--- config.mk ---
export PLATFORM = sky130hd
export DESIGN_NAME = alu8_flag_unit
export DESIGN_NICKNAME = d
export VERILOG_FILES = /design/src/rtl/alu8_pkg.sv /design/src/rtl/alu8_arith.sv /design/src/rtl/alu8_shifter.sv /design/src/rtl/alu8_outreg.sv /design/src/rtl/alu8_flag_unit.sv
export SDC_FILE = /design/constraint.sdc
export NUM_CORES = 1
export LEC_CHECK = 0
export BUFFER_PORTS_ARGS = -buffer_cell sky130_fd_sc_hd__clkbuf_2
export CAP_MARGIN = 20
export CORE_UTILIZATION = 55
export CTS_BUF_LIST = sky130_fd_sc_hd__clkbuf_2
export CTS_CLUSTER_DIAMETER = 50
export CTS_CLUSTER_SIZE = 25
export DETAILED_ROUTE_END_ITERATION = 7
export HOLD_SLACK_MARGIN = 0.02
export PLACE_DENSITY = 0.75
export RECOVER_POWER = 100
export SETUP_SLACK_MARGIN = 0.1
export SYNTH_ARGS = -nofsm -noshare
export SYNTH_HDL_FRONTEND = slang
export SYNTH_SLANG_ARGS = --single-unit
export TNS_END_PERCENT = 5
--- constraint.sdc ---
create_clock -name clk -period 6 [get_ports clk]
set_input_delay 0 -clock clk [delete_from_list [all_inputs] [get_ports clk]]
set_output_delay 0 -clock clk [all_outputs]
set_load 0.1 [all_outputs]
--- src/rtl/alu8_pkg.sv ---
// Package: shared operation codes and flag bit positions for the ALU.
// Assumes a 4-bit operation code; codes above OP_BIT are unused.
package alu8_pkg;

    typedef enum logic [3:0] {
        OP_AND = 4'd0,
        OP_OR  = 4'd1,
        OP_XOR = 4'd2,
        OP_INC = 4'd3,
        OP_DEC = 4'd4,
        OP_ADD = 4'd5,
        OP_SUB = 4'd6,
        OP_CMP = 4'd7,
        OP_SHL = 4'd8,
        OP_SHR = 4'd9,
        OP_ROL = 4'd10,
        OP_ROR = 4'd11,
        OP_BIT = 4'd12
    } alu_op_e;

    localparam int FLAG_W = 8;
    localparam int FL_Z   = 0;
    localparam int FL_C   = 1;
    localparam int FL_O   = 2;
    localparam int FL_S   = 3;
    localparam int FL_I   = 4;
    localparam int FL_B   = 5;

endpackage

--- src/rtl/alu8_arith.sv ---
// Module: bitwise logic plus increment, decrement, add and subtract.
// Produces the raw value and the carry/borrow and overflow candidates.
// Assumes the caller decides which flags the operation may touch.
module alu8_arith #(
    parameter int W = 8
) (
    input  logic [3:0]   op,
    input  logic [W-1:0] a,
    input  logic [W-1:0] b,
    output logic [W-1:0] res,
    output logic         cf,
    output logic         of
);
    import alu8_pkg::*;

    logic [W:0] sum_x;
    logic [W:0] dif_x;
    logic [W:0] inc_x;
    logic [W:0] dec_x;

    // Purpose: compute all arithmetic candidates and pick by operation.
    always_comb begin
        sum_x = {1'b0, a} + {1'b0, b};
        dif_x = {1'b0, a} - {1'b0, b};
        inc_x = {1'b0, a} + {{W{1'b0}}, 1'b1};
        dec_x = {1'b0, a} - {{W{1'b0}}, 1'b1};
        res   = '0;
        cf    = 1'b0;
        of    = 1'b0;
        case (op)
            OP_AND: res = a & b;
            OP_OR:  res = a | b;
            OP_XOR: res = a ^ b;
            OP_INC: begin
                res = inc_x[W-1:0];
                cf  = inc_x[W];
                of  = inc_x[W];
            end
            OP_DEC: begin
                res = dec_x[W-1:0];
                cf  = dec_x[W];
                of  = dec_x[W];
            end
            OP_ADD: begin
                res = sum_x[W-1:0];
                cf  = sum_x[W];
                of  = (a[W-1] == b[W-1]) && (sum_x[W-1] != a[W-1]);
            end
            OP_SUB, OP_CMP: begin
                res = dif_x[W-1:0];
                cf  = dif_x[W];
                of  = (a[W-1] != b[W-1]) && (dif_x[W-1] != a[W-1]);
            end
            default: res = '0;
        endcase
    end

endmodule

--- src/rtl/alu8_shifter.sv ---
// Module: logical shift and rotate by a count of 0 to W-1.
// CF is the last bit moved out of the end; a zero count gives CF=0.
// Assumes op is one of the four shift codes when its result is used.
module alu8_shifter #(
    parameter int W     = 8,
    parameter int CNT_W = $clog2(W)
) (
    input  logic [3:0]       op,
    input  logic [W-1:0]     a,
    input  logic [CNT_W-1:0] cnt,
    output logic [W-1:0]     res,
    output logic             cf
);
    import alu8_pkg::*;

    logic [W:0]     shl_x;
    logic [W:0]     shr_x;
    logic [2*W-1:0] rol_x;
    logic [2*W-1:0] ror_x;
    logic           cnt_nz;

    // Purpose: form extended shifts whose spare bit captures the bit moved out.
    always_comb begin
        shl_x  = {1'b0, a} << cnt;
        shr_x  = {a, 1'b0} >> cnt;
        rol_x  = {a, a} << cnt;
        ror_x  = {a, a} >> cnt;
        cnt_nz = (cnt != '0);
        res    = a;
        cf     = 1'b0;
        case (op)
            OP_SHL: begin
                res = shl_x[W-1:0];
                cf  = shl_x[W];
            end
            OP_SHR: begin
                res = shr_x[W:1];
                cf  = shr_x[0];
            end
            OP_ROL: begin
                res = rol_x[2*W-1:W];
                cf  = cnt_nz & rol_x[W];
            end
            OP_ROR: begin
                res = ror_x[W-1:0];
                cf  = cnt_nz & ror_x[W-1];
            end
            default: res = a;
        endcase
    end

endmodule

--- src/rtl/alu8_outreg.sv ---
// Module: output register stage for result, write-enable and flags.
// Assumes a synchronous active-low reset that clears every output.
module alu8_outreg #(
    parameter int W  = 8,
    parameter int FW = 8
) (
    input  logic          clk,
    input  logic          rst_n,
    input  logic          d_valid,
    input  logic [W-1:0]  d_res,
    input  logic          d_we,
    input  logic [FW-1:0] d_flags,
    output logic          q_valid,
    output logic [W-1:0]  q_res,
    output logic          q_we,
    output logic [FW-1:0] q_flags
);

    // Purpose: capture one operation's outputs per accepted cycle.
    always_ff @(posedge clk) begin
        if (!rst_n) begin
            q_valid <= 1'b0;
            q_res   <= '0;
            q_we    <= 1'b0;
            q_flags <= '0;
        end else begin
            q_valid <= d_valid;
            if (d_valid) begin
                q_res   <= d_res;
                q_we    <= d_we;
                q_flags <= d_flags;
            end
        end
    end

    // valid follows the accepted input by one cycle
    p_valid_follow_r2: assert property (@(posedge clk) disable iff (!rst_n)
        d_valid |=> q_valid);
    p_idle_follow_r2: assert property (@(posedge clk) disable iff (!rst_n)
        !d_valid |=> !q_valid);

endmodule

--- src/rtl/alu8_flag_unit.sv ---
// Module: top of the 8-bit ALU. Selects the arithmetic or shift result and
// merges the new flags into the current byte per operation class, then
// registers everything.
// Assumes IF and BF are owned elsewhere and only passed through here.
module alu8_flag_unit #(
    parameter int W     = 8,
    parameter int CNT_W = $clog2(W)
) (
    input  logic         clk,
    input  logic         rst_n,
    input  logic         in_valid,
    input  logic [3:0]   op_sel,
    input  logic [W-1:0] opnd_a,
    input  logic [W-1:0] opnd_b,
    input  logic [7:0]   flags_cur,
    output logic         out_valid,
    output logic [W-1:0] res_q,
    output logic         res_we,
    output logic [7:0]   flags_q
);
    import alu8_pkg::*;

    logic [W-1:0]      ar_res;
    logic              ar_cf;
    logic              ar_of;
    logic [W-1:0]      sh_res;
    logic              sh_cf;
    logic [CNT_W-1:0]  cnt;
    logic [W-1:0]      nx_res;
    logic              nx_we;
    logic [FLAG_W-1:0] nx_flags;
    logic              upd_zs;

    assign cnt = opnd_b[CNT_W-1:0];

    alu8_arith #(.W(W)) i_arith (
        .op  (op_sel),
        .a   (opnd_a),
        .b   (opnd_b),
        .res (ar_res),
        .cf  (ar_cf),
        .of  (ar_of)
    );

    alu8_shifter #(.W(W), .CNT_W(CNT_W)) i_shift (
        .op  (op_sel),
        .a   (opnd_a),
        .cnt (cnt),
        .res (sh_res),
        .cf  (sh_cf)
    );

    // Purpose: choose the result and write only the flags this class owns.
    always_comb begin
        nx_flags = flags_cur & 8'h3F;
        nx_res   = '0;
        nx_we    = 1'b0;
        upd_zs   = 1'b0;
        case (op_sel)
            OP_AND, OP_OR, OP_XOR: begin
                nx_res = ar_res;
                nx_we  = 1'b1;
                upd_zs = 1'b1;
            end
            OP_INC, OP_DEC, OP_ADD, OP_SUB, OP_CMP: begin
                nx_res         = ar_res;
                nx_we          = (op_sel != OP_CMP);
                upd_zs         = 1'b1;
                nx_flags[FL_C] = ar_cf;
                nx_flags[FL_O] = ar_of;
            end
            OP_SHL, OP_SHR, OP_ROL, OP_ROR: begin
                nx_res         = sh_res;
                nx_we          = 1'b1;
                upd_zs         = 1'b1;
                nx_flags[FL_C] = sh_cf;
            end
            OP_BIT: begin
                nx_res         = opnd_a;
                nx_flags[FL_Z] = opnd_a[cnt];
            end
            default: nx_res = '0;
        endcase
        if (upd_zs) begin
            nx_flags[FL_Z] = (nx_res == '0);
            nx_flags[FL_S] = nx_res[W-1];
        end
    end

    alu8_outreg #(.W(W), .FW(FLAG_W)) i_outreg (
        .clk     (clk),
        .rst_n   (rst_n),
        .d_valid (in_valid),
        .d_res   (nx_res),
        .d_we    (nx_we),
        .d_flags (nx_flags),
        .q_valid (out_valid),
        .q_res   (res_q),
        .q_we    (res_we),
        .q_flags (flags_q)
    );

    // upper flag bits stay zero, IF and BF are carried through
    p_upper_zero_r11: assert property (@(posedge clk) disable iff (!rst_n)
        out_valid |-> flags_q[7:6] == 2'b00);
    p_keep_if_bf_r11: assert property (@(posedge clk) disable iff (!rst_n)
        in_valid |=> flags_q[FL_B:FL_I] == $past(flags_cur[FL_B:FL_I]));
    // logic operations leave CF and OF alone
    p_logic_cf_of_r3: assert property (@(posedge clk) disable iff (!rst_n)
        (in_valid && op_sel inside {OP_AND, OP_OR, OP_XOR})
        |=> flags_q[FL_O:FL_C] == $past(flags_cur[FL_O:FL_C]));
    // shifts and rotates keep OF
    p_shift_of_r7: assert property (@(posedge clk) disable iff (!rst_n)
        (in_valid && op_sel inside {OP_SHL, OP_SHR, OP_ROL, OP_ROR})
        |=> flags_q[FL_O] == $past(flags_cur[FL_O]));
    // count zero returns the operand and clears CF
    p_count0_r8: assert property (@(posedge clk) disable iff (!rst_n)
        (in_valid && op_sel inside {OP_SHL, OP_SHR, OP_ROL, OP_ROR} && cnt == '0)
        |=> res_q == $past(opnd_a) && !flags_q[FL_C]);
    // compare never writes back
    p_cmp_nowrite_r6: assert property (@(posedge clk) disable iff (!rst_n)
        (in_valid && op_sel == OP_CMP) |=> !res_we);
    // bit test touches only ZF and does not write
    p_bit_only_zf_r9: assert property (@(posedge clk) disable iff (!rst_n)
        (in_valid && op_sel == OP_BIT)
        |=> flags_q[FL_B:FL_C] == $past(flags_cur[FL_B:FL_C]) && !res_we);
    // written results agree with ZF and SF
    p_zf_sf_r10: assert property (@(posedge clk) disable iff (!rst_n)
        (out_valid && res_we)
        |-> flags_q[FL_Z] == (res_q == '0) && flags_q[FL_S] == res_q[W-1]);

endmodule

Yosys cells after proc, flatten, opt, wreduce, memory -nomap -nowiden
Index checks and enable logic that the tools add are counted.
{"block": "op_classes", "multipliers": 0, "div": 0, "n_addsub": 4, "bitwise_logic": 5, "n_mux": 15, "eq_ne": 17, "magnitude_cmp": 1, "reduce_logical": 11, "n_shift": 4}
{"operator": "$pmux W8 S7", "n": 1}
{"operator": "$pmux W8 S4", "n": 1}
{"operator": "$pmux W8 S3", "n": 1}
{"operator": "$eq A4 B4 Y1 const B", "n": 5}
{"operator": "$eq A4 B3 Y1 const B", "n": 4}
{"operator": "$shl A16 B3 Y16", "n": 1}
{"operator": "$shr A16 B3 Y8", "n": 1}
{"operator": "$pmux W1 S4", "n": 3}
{"operator": "$reduce_or A12 Y1", "n": 1}
{"operator": "$add A8 B1 Y9 const B", "n": 1}
{"operator": "$add A8 B8 Y9", "n": 1}
{"operator": "$shl A8 B3 Y9", "n": 1}
{"operator": "$shr A9 B3 Y9", "n": 1}
{"operator": "$sub A8 B1 Y9 const B", "n": 1}
{"operator": "$sub A8 B8 Y9", "n": 1}
{"operator": "$and A8 B8 Y8", "n": 1}
{"operator": "$eq A4 B2 Y1 const B", "n": 2}
{"operator": "$logic_not A8 Y1", "n": 1}
{"operator": "$or A8 B8 Y8", "n": 1}
{"operator": "$reduce_or A8 Y1", "n": 1}
{"operator": "$xor A8 B8 Y8", "n": 1}
{"operator": "$reduce_or A7 Y1", "n": 1}
{"operator": "$mux W1", "n": 6}
{"operator": "$reduce_or A5 Y1", "n": 1}
{"operator": "13 further kinds", "n": 18}
{"block": "word_totals", "rom_bits": 0, "input_bits": 31, "latchBits": 0, "mem_bits_rw": 0, "register_bits": 16, "memories": 0}

Depth between registers and ports, before layout
Gate-level depths: netlist of run 1.
{"block": "logic_depth", "word_depth": 6, "ltp_mapped": 12, "ltp_nobuf": 11}

Modules after synthesis
A second synthesis of run 1 with hierarchy kept.
{"block": "unflattened", "cells_unflattened": 469, "area_unflattened_um2": 3686.0}
{"mod": "alu8_arith", "cells_each": 225, "n_inst": 1, "area_per_inst_um2": 1600.3}
{"mod": "alu8_shifter", "cells_each": 122, "n_inst": 1, "area_per_inst_um2": 996.0}
{"mod": "alu8_outreg", "cells_each": 56, "n_inst": 1, "area_per_inst_um2": 679.4}
{"mod": "alu8_flag_unit", "cells_each": 66, "n_inst": 1, "area_per_inst_um2": 410.4}

Least setup slack after synthesis of run 1
OpenSTA, ideal clock, no wires.
{"block": "synth_path", "path_type": "input to register", "start": "input port opnd_b[1]", "end": "register i_outreg.q_flags[0]", "path_stages": 12, "required_ps": 5904, "arrival_time_ps": 2460, "setup_time_ps": 96, "n_path_buf": 3, "path_slack_ps": 3444, "cell_sequence": "buf_6 buf_6 buf_6 inv_1 ha_1 o21bai_1 nor4b_1 o31ai_1 a221o_1 a211oi_2 nand2_1 o41ai_2"}
{"block": "synth_between", "elab_chain_len": 5, "elab_cells_between_ends": 17}
{"item": "start: declaration", "line": "alu8_flag_unit.sv:14", "rtl": "input logic [W-1:0] opnd_b,"}
{"item": "$sub A8 B8 Y9 (tied with other cells)", "line": "alu8_arith.sv:24", "rtl": "dif_x = {1'b0, a} - {1'b0, b};"}
{"item": "$pmux W8 S7 / $pmux W8 S4 (equally long branches)", "line": "alu8_arith.sv:30, alu8_shifter.sv:31"}
{"item": "$pmux W8 S3", "line": "alu8_flag_unit.sv:59", "rtl": "case (op_sel)"}
{"item": "$logic_not A8 Y1", "line": "alu8_flag_unit.sv:85", "rtl": "nx_flags[FL_Z] = (nx_res == '0);"}
{"item": "$mux W1 (*)", "line": "alu8_flag_unit.sv:84", "rtl": "if (upd_zs) begin"}
{"item": "end signal: assignment", "line": "alu8_outreg.sv:31", "rtl": "q_flags <= d_flags;"}
{"item": "end: declaration", "line": "alu8_outreg.sv:16", "rtl": "output logic [FW-1:0] q_flags"}
Mark *: on every way between the ends. The rest lies on a longest branch, timed or not. The select of a mux whose other input is x is not followed.
A chain may end at the register's enable or synchronous reset.

Worst setup path in the final report of run 1
Ends and elaborated chain as after synthesis.

==> flow_summary.toml, run 1 <==
[clocking]
cts_buffer_depth = 2
clk-insertion-delay-late_ns = 0.30
cts_inserted_buffers = 3
cts_max_level = 1
cts.sinks = 16
cts_setup_buffers = 0
hold_buffers = 3
post_cts_resized = 0
clkTransAtPathRegs_ns = 0.14
cts_root_buf = "clkbuf_2"
cts_tree = "done"

[synthesis]
ys_async_sr_fraction_pct = 0
synth.most_common_cell = "inv_1"
ys_top_cells_by_count = "inv_1, nor2_1, ha_1"
ys_seq_area_share_pct = 9.68
synthMuxAreaShare_pct = 19.1
yosysTopAreaCellShare_pct = 10.2
synth-adder-area-share_pct = 11.4
ys_warn_count = 0
synthSimpleGateAreaFrac_pct = 18.0
ys.flop_type = "dfxtp_1"
synth_top_family_by_area = "compound AO/OA/AOI/OAI gates"
avgSynthCellArea_um2 = 7.93
synth_area_leaders = "ha_1, dfxtp_1, mux4_2"
postSynthCellCount = 417
yosys.area.top_type = "ha_1"
ys_ff_latch = 16
synth_compound_area_share_pct = 29.1
syn_area_mm2 = 0.00331
synth.distinct_cells = 68
synth_edf_count = 0
synth_xor_area_share_pct = 2.65

[finish]
nNetsFinal = 488
drive_gt1_share_pct = 13.6
fillers = 554
area_growth_pct = 3.37
fin_cells = 498
antennaDiodeCount = 0

[floorplan]
placementRows = 27
initial_core_util_pct = 58.6
die_area_mm2 = 0.00633
die_w_um = 79.6
boundaryPins = 49
fp.dieH_um = 79.6
core_mm2 = 0.00564

[global_route]
grt_pass1_vias = 3066
antenna_found_initial = 0
grt_pass1_wl_um = 15800
grt_start_max_net_pins = 39
grt_use_total_pct = 31.7
grt_overflow = 0

[detailed_routing]
vias = 3426
drt-initial-drc-count = 447
drc = 0
drt_first_pass_iters = 5
wirelength_um = 9640
ant_nets = 0
viasPerCell = 6.88
drt-wirelength-per-cell_um = 19.4

[placed_design]
post-place-ws_ns = 2.53
gp_congestion = 0.962
hpwl_um = 6960
placed_cells = 492
portBuffers = 44

[power]
power.density_mw_per_mm2 = 141
internal_power_w = 0.000231
sw_frac_of_total_pct = 52.2
ir_drop_uv = 110
p_leak_nw = 1.40
p_seq_share_pct = 24.7
power_frac_comb_pct = 65.6
clkPwrFrac_pct = 9.7
p_sw_w = 0.000252

[sta]
clock_skew_ns = 0
timing.final.crit_period_ns = 4.18
hold_viol_final = 0
fmax_mhz = 239
worstMarginPinSlew_ns = 1.85
setup_viol = 0
period_share_pct = 69.6
fin_ws_ns = 1.82
slew_headroom_pct = -23.3
finalSetupTns_ns = 0
rsz0062_at_grt = "false"
finalMaxSlewViolations = 39

[critical_path]
crit_path_end_kind = "flop"
crit_type = "in2reg"
worstPathArrival_ns = 4.39
crit_fanout = 38
start_kind = "input pin"
cp.required_ns = 6.22

[job]
max_cap_viol_count = 1

[run_status]
outcome = "finished with violations"
violations = "max-capacitance violations, max-slew violations"

[worst_hold_path]
hp-class = "in2reg"
[power by group through the flow]
stage                     Sequential, W   Clock, W  Combinational, W
after CTS                      0.000119  0.0000471          0.000316
after floorplan                0.000182          0          0.000192
after detailed placement       0.000122          0          0.000313
after global placement         0.000121          0          0.000309
after global routing           0.000120  0.0000521          0.000341
final                          0.000119  0.0000469          0.000317
[sequential cells by signal, summed over array words and instances (netlist names)]
register and cells:
i_outreg.q_flags 6, i_outreg.q_res 8, i_outreg.q_valid 1, i_outreg.q_we 1
[cells by family (layout without fill, tap and decap cells)]
kind of cell    Yosys count  in the layout
mux                      41             41
xor+xnor                 10             10
flops                    16             16
fa+ha+maj                29             29
buf+inv                  72             80
other cells               1              2
compound gates          135            135
simple gates            113            113
[through the flow]
step | utilization (%) | total power, W | hold WS [ns] | instance area [um^2]
after CTS | 61.2 | 0.000482 | 0.117 | 3450
after detailed placement | 60.4 | 0.000434 | 0.248 | 3410
after global placement | 60.4 | 0.000430 | 0.237 | 3410
final | 60.6 | 0.000483 | 0.116 | 3420
after floorplan | - | 0.000374 | 0.118 | 3310
after global routing | 60.6 | 0.000513 | 0.125 | 3420
[critical path: stages]
cell and delay (ns):
clkbuf_1 1.30, inv_1 0.52, ha_1 0.49, o21bai_1 0.21, nor4b_1 0.40, o31ai_1 0.24, a221o_1 0.33, a211oi_1 0.43
nand2_1 0.13, o41ai_2 0.34
[cell type report]
| cell class | instances | area (um^2) | share of cell area (%) |
|---|---|---|---|
| clock buffers | 3 | 15.0 | 0.439 |
| inverters | 30 | 113 | 3.29 |
| multi-input cells | 330 | 2660 | 77.6 |
| flip-flops and latches | 16 | 320 | 9.37 |
| well taps | 72 | 90.1 | 2.63 |
| repair buffers | 47 | 226 | 6.62 |
[metal layers]
layer | wire length [um] | vias to the layer above | GRT usage (%)
met4 | 303 | 0 | 11.3
met5 | 0 | - | 0
met1 | 4300 | 1618 | 46.1
met3 | 754 | 23 | 2.74
li1 | - | 1602 | -
met2 | 4280 | 183 | 48.4
[placed cells by master, fill, tap and decap left out, drive strengths merged, types with 5 or more instances in the layout]
cell    count
a211oi     12
a21o        6
a21oi      25
a221oi      7
a31oi       6
clkbuf     47
dfxtp      16
ha         27
inv        30
mux2        9
mux2i      16
mux4       16
nand2      21
nand2b      7
nand3       7
nor2       28
nor3       12
nor4        5
o21ai      22
o221ai      7
o22ai      11
or3         5
xnor2       8
[worst paths after layout]
path                       start                  end  slack [ns]  cells past startpoint
max reg2reg  i_outreg.q_flags[0]  i_outreg.q_flags[0]        4.81                      4
min                 flags_cur[3]  i_outreg.q_flags[3]        0.12                      4
max                    opnd_b[1]  i_outreg.q_flags[0]        1.82                     10
min reg2reg  i_outreg.q_flags[3]  i_outreg.q_flags[3]        0.49                      2
Note: power is estimated with default switching activity, not from simulation.
==> inputs of run 2 (changes only) <==
--- a/config.mk
+++ b/config.mk
@@ -5,6 +5,7 @@
 export SDC_FILE = /design/constraint.sdc
 export NUM_CORES = 1
 export LEC_CHECK = 0
+export ABC_AREA = 1
 export BUFFER_PORTS_ARGS = -buffer_cell sky130_fd_sc_hd__clkbuf_2
 export CAP_MARGIN = 20
 export CORE_UTILIZATION = 55
@@ -13,7 +14,7 @@
 export CTS_CLUSTER_SIZE = 25
 export DETAILED_ROUTE_END_ITERATION = 7
 export HOLD_SLACK_MARGIN = 0.02
-export PLACE_DENSITY = 0.75
+export PLACE_DENSITY = 0.76
 export RECOVER_POWER = 100
 export SETUP_SLACK_MARGIN = 0.1
 export SYNTH_ARGS = -nofsm -noshare
==> constraint.sdc (replaced) <==
create_clock -name clk -period 4.3 [get_ports clk]
set_input_delay 0 -clock clk [delete_from_list [all_inputs] [get_ports clk]]
set_output_delay 0 -clock clk [all_outputs]
set_load 0.1 [all_outputs]
==> flow_summary.toml, run 2 <==
[run_status]
outcome = "completed"

[finish]
largest-register = "i_outreg.q_res"
largest_reg_flops = 8
fin_cells = 686
largestRegisters = "i_outreg.q_res (8), i_outreg.q_flags (6)"
final_cell_area_mm2 = 0.00342
antennaDiodeCount = 0
area_growth_pct = 6.47
mostFrequentLayoutCell = "nand2_1"
final_cell_mix = "nand2_1, nand3_1, nor2_1"
drive_gt1_share_pct = 8.96
nNetsFinal = 675

[sta]
hold_viol_final = 0
worstMarginPinSlew_ns = 1.17
timing.final.crit_period_ns = 3.10
finalSetupTns_ns = 0
setup_viol = 0
clock_skew_ns = 0
finalMaxSlewViolations = 0
slew_headroom_pct = 22.1
rsz0062_at_grt = "false"
fmax_mhz = 322
period_share_pct = 72.2
fin_ws_ns = 1.20

[clocking]
cts_max_level = 1
cts.sinks = 16
post_cts_resized = 0
cts_inserted_buffers = 3
cts_buffer_depth = 2
cts_root_buf = "clkbuf_2"
cts_setup_buffers = 0
hold_buffers = 3
clk-insertion-delay-late_ns = 0.29
cts_tree = "done"
clkTransAtPathRegs_ns = 0.15

[placed_design]
portBuffers = 44
post-place-ws_ns = 1.62
gp_congestion = 0.974
placed_cells = 679
hpwl_um = 8090
place_area_mm2 = 0.00340

[power]
sw_frac_of_total_pct = 56.3
p_leak_nw = 1.81
ir_drop_uv = 259
p_sw_w = 0.000362
power.density_mw_per_mm2 = 188
p_total_w = 0.000643
clkPwrFrac_pct = 10.9
power_frac_comb_pct = 63.4
internal_power_w = 0.000281
p_seq_share_pct = 25.7

[critical_path]
worstPathArrival_ns = 3.34
crit_fanout = 25
crit_type = "in2reg"
crit_path_end_kind = "flop"
start_kind = "input pin"
cp.required_ns = 4.54

[synthesis]
ys_seq_area_share_pct = 9.98
avgSynthCellArea_um2 = 5.47
synth_area_leaders = "nand2_1, nand3_1, ha_1"
postSynthCellCount = 586
ys_warn_count = 0
synth.distinct_cells = 37
ys.flop_type = "dfxtp_1"
ys_async_sr_fraction_pct = 0
syn_area_mm2 = 0.00321
yosysTopAreaCellShare_pct = 20.0
synth.most_common_cell = "nand2_1"
ys_ff_latch = 16
ys_top_cells_by_count = "nand2_1, nand3_1, nor2_1"
synth_edf_count = 0
yosys.area.top_type = "nand2_1"

[detailed_routing]
drt-wirelength-per-cell_um = 15.1
ant_nets = 0
drt_first_pass_iters = 6
drt-initial-drc-count = 336
drc = 0
viasPerCell = 5.84
vias = 4003
wirelength_um = 10400

[global_route]
grt_pass1_wl_um = 17200
grt_use_total_pct = 35.3
grt_start_max_net_pins = 27
grt_pass1_vias = 3574
grt_overflow = 0
antenna_found_initial = 0

[floorplan]
fp.dieH_um = 78.4
boundaryPins = 49
initial_core_util_pct = 57.6
placementRows = 27
die_w_um = 78.4
die_area_mm2 = 0.00614
core_mm2 = 0.00557

[worst_hold_path]
hp-class = "in2reg"

[job]
max_cap_viol_count = 0
run 2: stage by stage:
step,hold WS [ns],utilization (%)
5_1_grt,0.0456,61.3
4_1_cts,0.0271,61.8
2_1_floorplan,0.135,-
6_report,0.0231,61.3
3_3_place_gp,0.237,60.9
3_5_place_dp,0.243,60.9
run 2: cells by family after synthesis:
family	count (synthesis)	share of synthesized area (%)
other	1	0.117
AO/OA/AOI/OAI	65	12.0
flip-flops	16	9.98
buffers and inverters	89	11.6
XOR/XNOR	3	0.819
AND/OR/NAND/NOR	383	53.7
adder cells (fa/ha/maj)	29	11.8
run 2: cell type report:
cell class / instances / area (um^2)
Timing Repair Buffer: 47 / 228
Fill cell: 601 / 2160
Sequential cell: 16 / 320
Inverter: 65 / 246
Tap cell: 72 / 90.1
Multi-Input combinational cell: 482 / 2510
Clock inverter: 1 / 3.75
Clock buffer: 3 / 15.0
run 2: critical path: stages:
cell      delay (ns)
clkbuf_1        0.76
inv_1           0.67
fa_1            0.66
or2_0           0.24
nand3_1         0.08
nand2_1         0.06
nor2_1          0.08
nand3_1         0.10
nor3_1          0.24
nand2_1         0.08
nor2_1          0.12
nand4_1         0.10
a21oi_1         0.13
run 2: path summary, 6_finish.rpt:
path	start	endpoint	slack [ns]	cells past startpoint
min reg2reg	i_outreg.q_flags[3]	i_outreg.q_flags[3]	0.47	2
max	opnd_b[1]	i_outreg.q_flags[0]	1.20	13
max reg2reg	i_outreg.q_res[0]	i_outreg.q_res[0]	3.59	2
min	flags_cur[0]	i_outreg.q_flags[0]	0.02	3
run 2: metal layers:
layer / GRT usage (%) / share of wire, % / up-vias
met2: 59.6 / 46 / 199
met4: 9.07 / 2.4 / 0
met3: 4.42 / 7.9 / 30
met5: 0 / 0 / -
met1: 47.2 / 43 / 1778
li1: - / - / 1996
run 2: power groups by stage:
stage / Combinational [W] / Sequential, W / Clock, W
floorplan: 0.000234 / 0.000250 / 0
global placement: 0.000398 / 0.000168 / 0
detailed placement: 0.000401 / 0.000169 / 0
CTS: 0.000405 / 0.000165 / 0.0000701
global route: 0.000448 / 0.000167 / 0.0000760
finish: 0.000408 / 0.000165 / 0.0000699
==> inputs of run 3 (changes only) <==
--- a/config.mk
+++ b/config.mk
@@ -8,13 +8,13 @@
 export ABC_AREA = 1
 export BUFFER_PORTS_ARGS = -buffer_cell sky130_fd_sc_hd__clkbuf_2
 export CAP_MARGIN = 20
-export CORE_UTILIZATION = 55
+export CORE_UTILIZATION = 54
 export CTS_BUF_LIST = sky130_fd_sc_hd__clkbuf_2
 export CTS_CLUSTER_DIAMETER = 50
 export CTS_CLUSTER_SIZE = 25
 export DETAILED_ROUTE_END_ITERATION = 7
 export HOLD_SLACK_MARGIN = 0.02
-export PLACE_DENSITY = 0.76
+export PLACE_DENSITY = 0.77
 export RECOVER_POWER = 100
 export SETUP_SLACK_MARGIN = 0.1
 export SYNTH_ARGS = -nofsm -noshare
==> constraint.sdc (replaced) <==
create_clock -name clk -period 2.7 [get_ports clk]
set_input_delay 0 -clock clk [delete_from_list [all_inputs] [get_ports clk]]
set_output_delay 0 -clock clk [all_outputs]
set_load 0.1 [all_outputs]
==> flow_summary.toml, run 3 (synthesized netlist as in run 2, its figures left out) <==
[run_status]
outcome = "completed"

[global_route]
grt_pass1_vias = 3700
grt_start_max_net_pins = 27
grt_use_total_pct = 33.9
grt_pass1_wl_um = 17000
antenna_found_initial = 0
grt_overflow = 0

[worst_hold_path]
min_from = "flags_cur[0]"
hp-class = "in2reg"

[floorplan]
placementRows = 27
die_area_mm2 = 0.00625
boundaryPins = 49
fp.dieH_um = 79.1
die_w_um = 79.1
initial_core_util_pct = 57.2
core_mm2 = 0.00561

[sta]
fmax_mhz = 456
hold_viol_final = 0
fin_ws_ns = 0.509
worstMarginPinSlew_ns = 1.19
period_share_pct = 81.1
slew_headroom_pct = 20.9
finalSetupTns_ns = 0
clock_skew_ns = 0
finalMaxSlewViolations = 0
rsz0062_at_grt = "false"
setup_viol = 0
timing.final.crit_period_ns = 2.19

[detailed_routing]
drc = 0
drt-wirelength-per-cell_um = 15.1
drt_first_pass_iters = 6
wirelength_um = 10400
drt-initial-drc-count = 339
vias = 4079
viasPerCell = 5.92
ant_nets = 0

[clocking]
cts_setup_buffers = 0
hold_buffers = 2
cts_buffer_depth = 2
cts_inserted_buffers = 3
cts.sinks = 16
post_cts_resized = 0
cts_tree = "done"
clk-insertion-delay-late_ns = 0.28
cts_root_buf = "clkbuf_2"
cts_max_level = 1
clkTransAtPathRegs_ns = 0.15

[power]
power.density_mw_per_mm2 = 298
p_leak_nw = 1.83
ir_drop_uv = 339

[critical_path]
crit_path_end_kind = "flop"
cpPeakStageDelay_ns = 0.45
startpoint = "opnd_b[0]"
crit_path_top_delay_cell = "fa_1"
cp.required_ns = 2.93
start_kind = "input pin"
crit_type = "in2reg"
crit_fanout = 12
timing.rr.start = "i_outreg.q_res[0]"
cp_cell_sequence = "clkbuf_1, ha_1, inv_1, fa_1, or2_0, nand3_1, nand2_1, nor2_1, nand3_1, nor3_1, nand2_1, nor2_1, nand4_1, a21oi_1"
worstPathArrival_ns = 2.42

[job]
max_cap_viol_count = 0

[finish]
nNetsFinal = 678
mostFrequentLayoutCell = "nand2_1"
final_cell_mix = "nand2_1, nand3_1, nor2_1"
area_growth_pct = 7.18
largestRegisters = "i_outreg.q_res (8), i_outreg.q_flags (6)"
drive_gt1_share_pct = 9.89
largest-register = "i_outreg.q_res"
antennaDiodeCount = 0
largest_reg_flops = 8

[placed_design]
portBuffers = 44
hpwl_um = 7930
post-place-ws_ns = 0.419
gp_congestion = 0.964
[run 3: cell count changes in the layout (fill, tap and decap cells not counted)]
cell,before,now
nor2_2,5,6
buf_4,0,4
inv_1,58,57
dlygate4sd3_1,3,2
nor2_1,62,61
inv_2,6,7
[run 3: power by group]
part / switching (W) / total [W] / internal [W]
logic: 0.000491 / 0.000654 / 0.000164
registers: 0.00000843 / 0.000263 / 0.000254
clock network: 0.0000747 / 0.000107 / 0.0000322
total: 0.000574 / 0.00102 / 0.000450
[run 3: worst max-delay path, delay by kind of cell]
kind,cells,cell delay [ns]
AO/OA/AOI/OAI,1,0.13
buffers and inverters,2,0.49
AND/OR/NAND/NOR,9,1.12
adder cells (fa/ha/maj),2,0.69
[run 3: metal layers]
layer | vias to the layer above | track usage, % | wire length, um
met5 | - | 0 | 0
met1 | 1823 | 44.7 | 4400
met2 | 224 | 55.8 | 4680
met3 | 36 | 3.91 | 983
met4 | 0 | 13.8 | 316
li1 | 1996 | - | -
[run 3: area by class of cell]
cell class	instances	area [um^2]
clock buffers	3	15.0
repair buffers	50	248
fillers	590	2170
multi-input cells	482	2510
inverters	65	246
flip-flops and latches	16	320
well taps	72	90.1
clock inverters	1	3.75
[run 3: path summary, 6_finish.rpt]
path | end | depth (start not counted) | slack [ns]
hold reg to reg | i_outreg.q_res[1] | 2 | 0.48
hold / removal | i_outreg.q_flags[0] | 3 | 0.02
setup / recovery | i_outreg.q_flags[0] | 14 | 0.51
setup reg to reg | i_outreg.q_res[0] | 2 | 2.02
[run 3: per-stage QoR]
step	power, W	instance area, um^2	hold WS (ns)	cells	util [%]
CTS	0.00102	3470	0.0225	689	61.8
global placement	0.000899	3430	0.238	683	61.1
detailed placement	0.000909	3430	0.252	683	61.1
floorplan	0.000771	3210	0.135	587	-
global route	0.00110	3440	0.0401	689	61.3
finish	0.00102	3440	0.0217	689	61.3
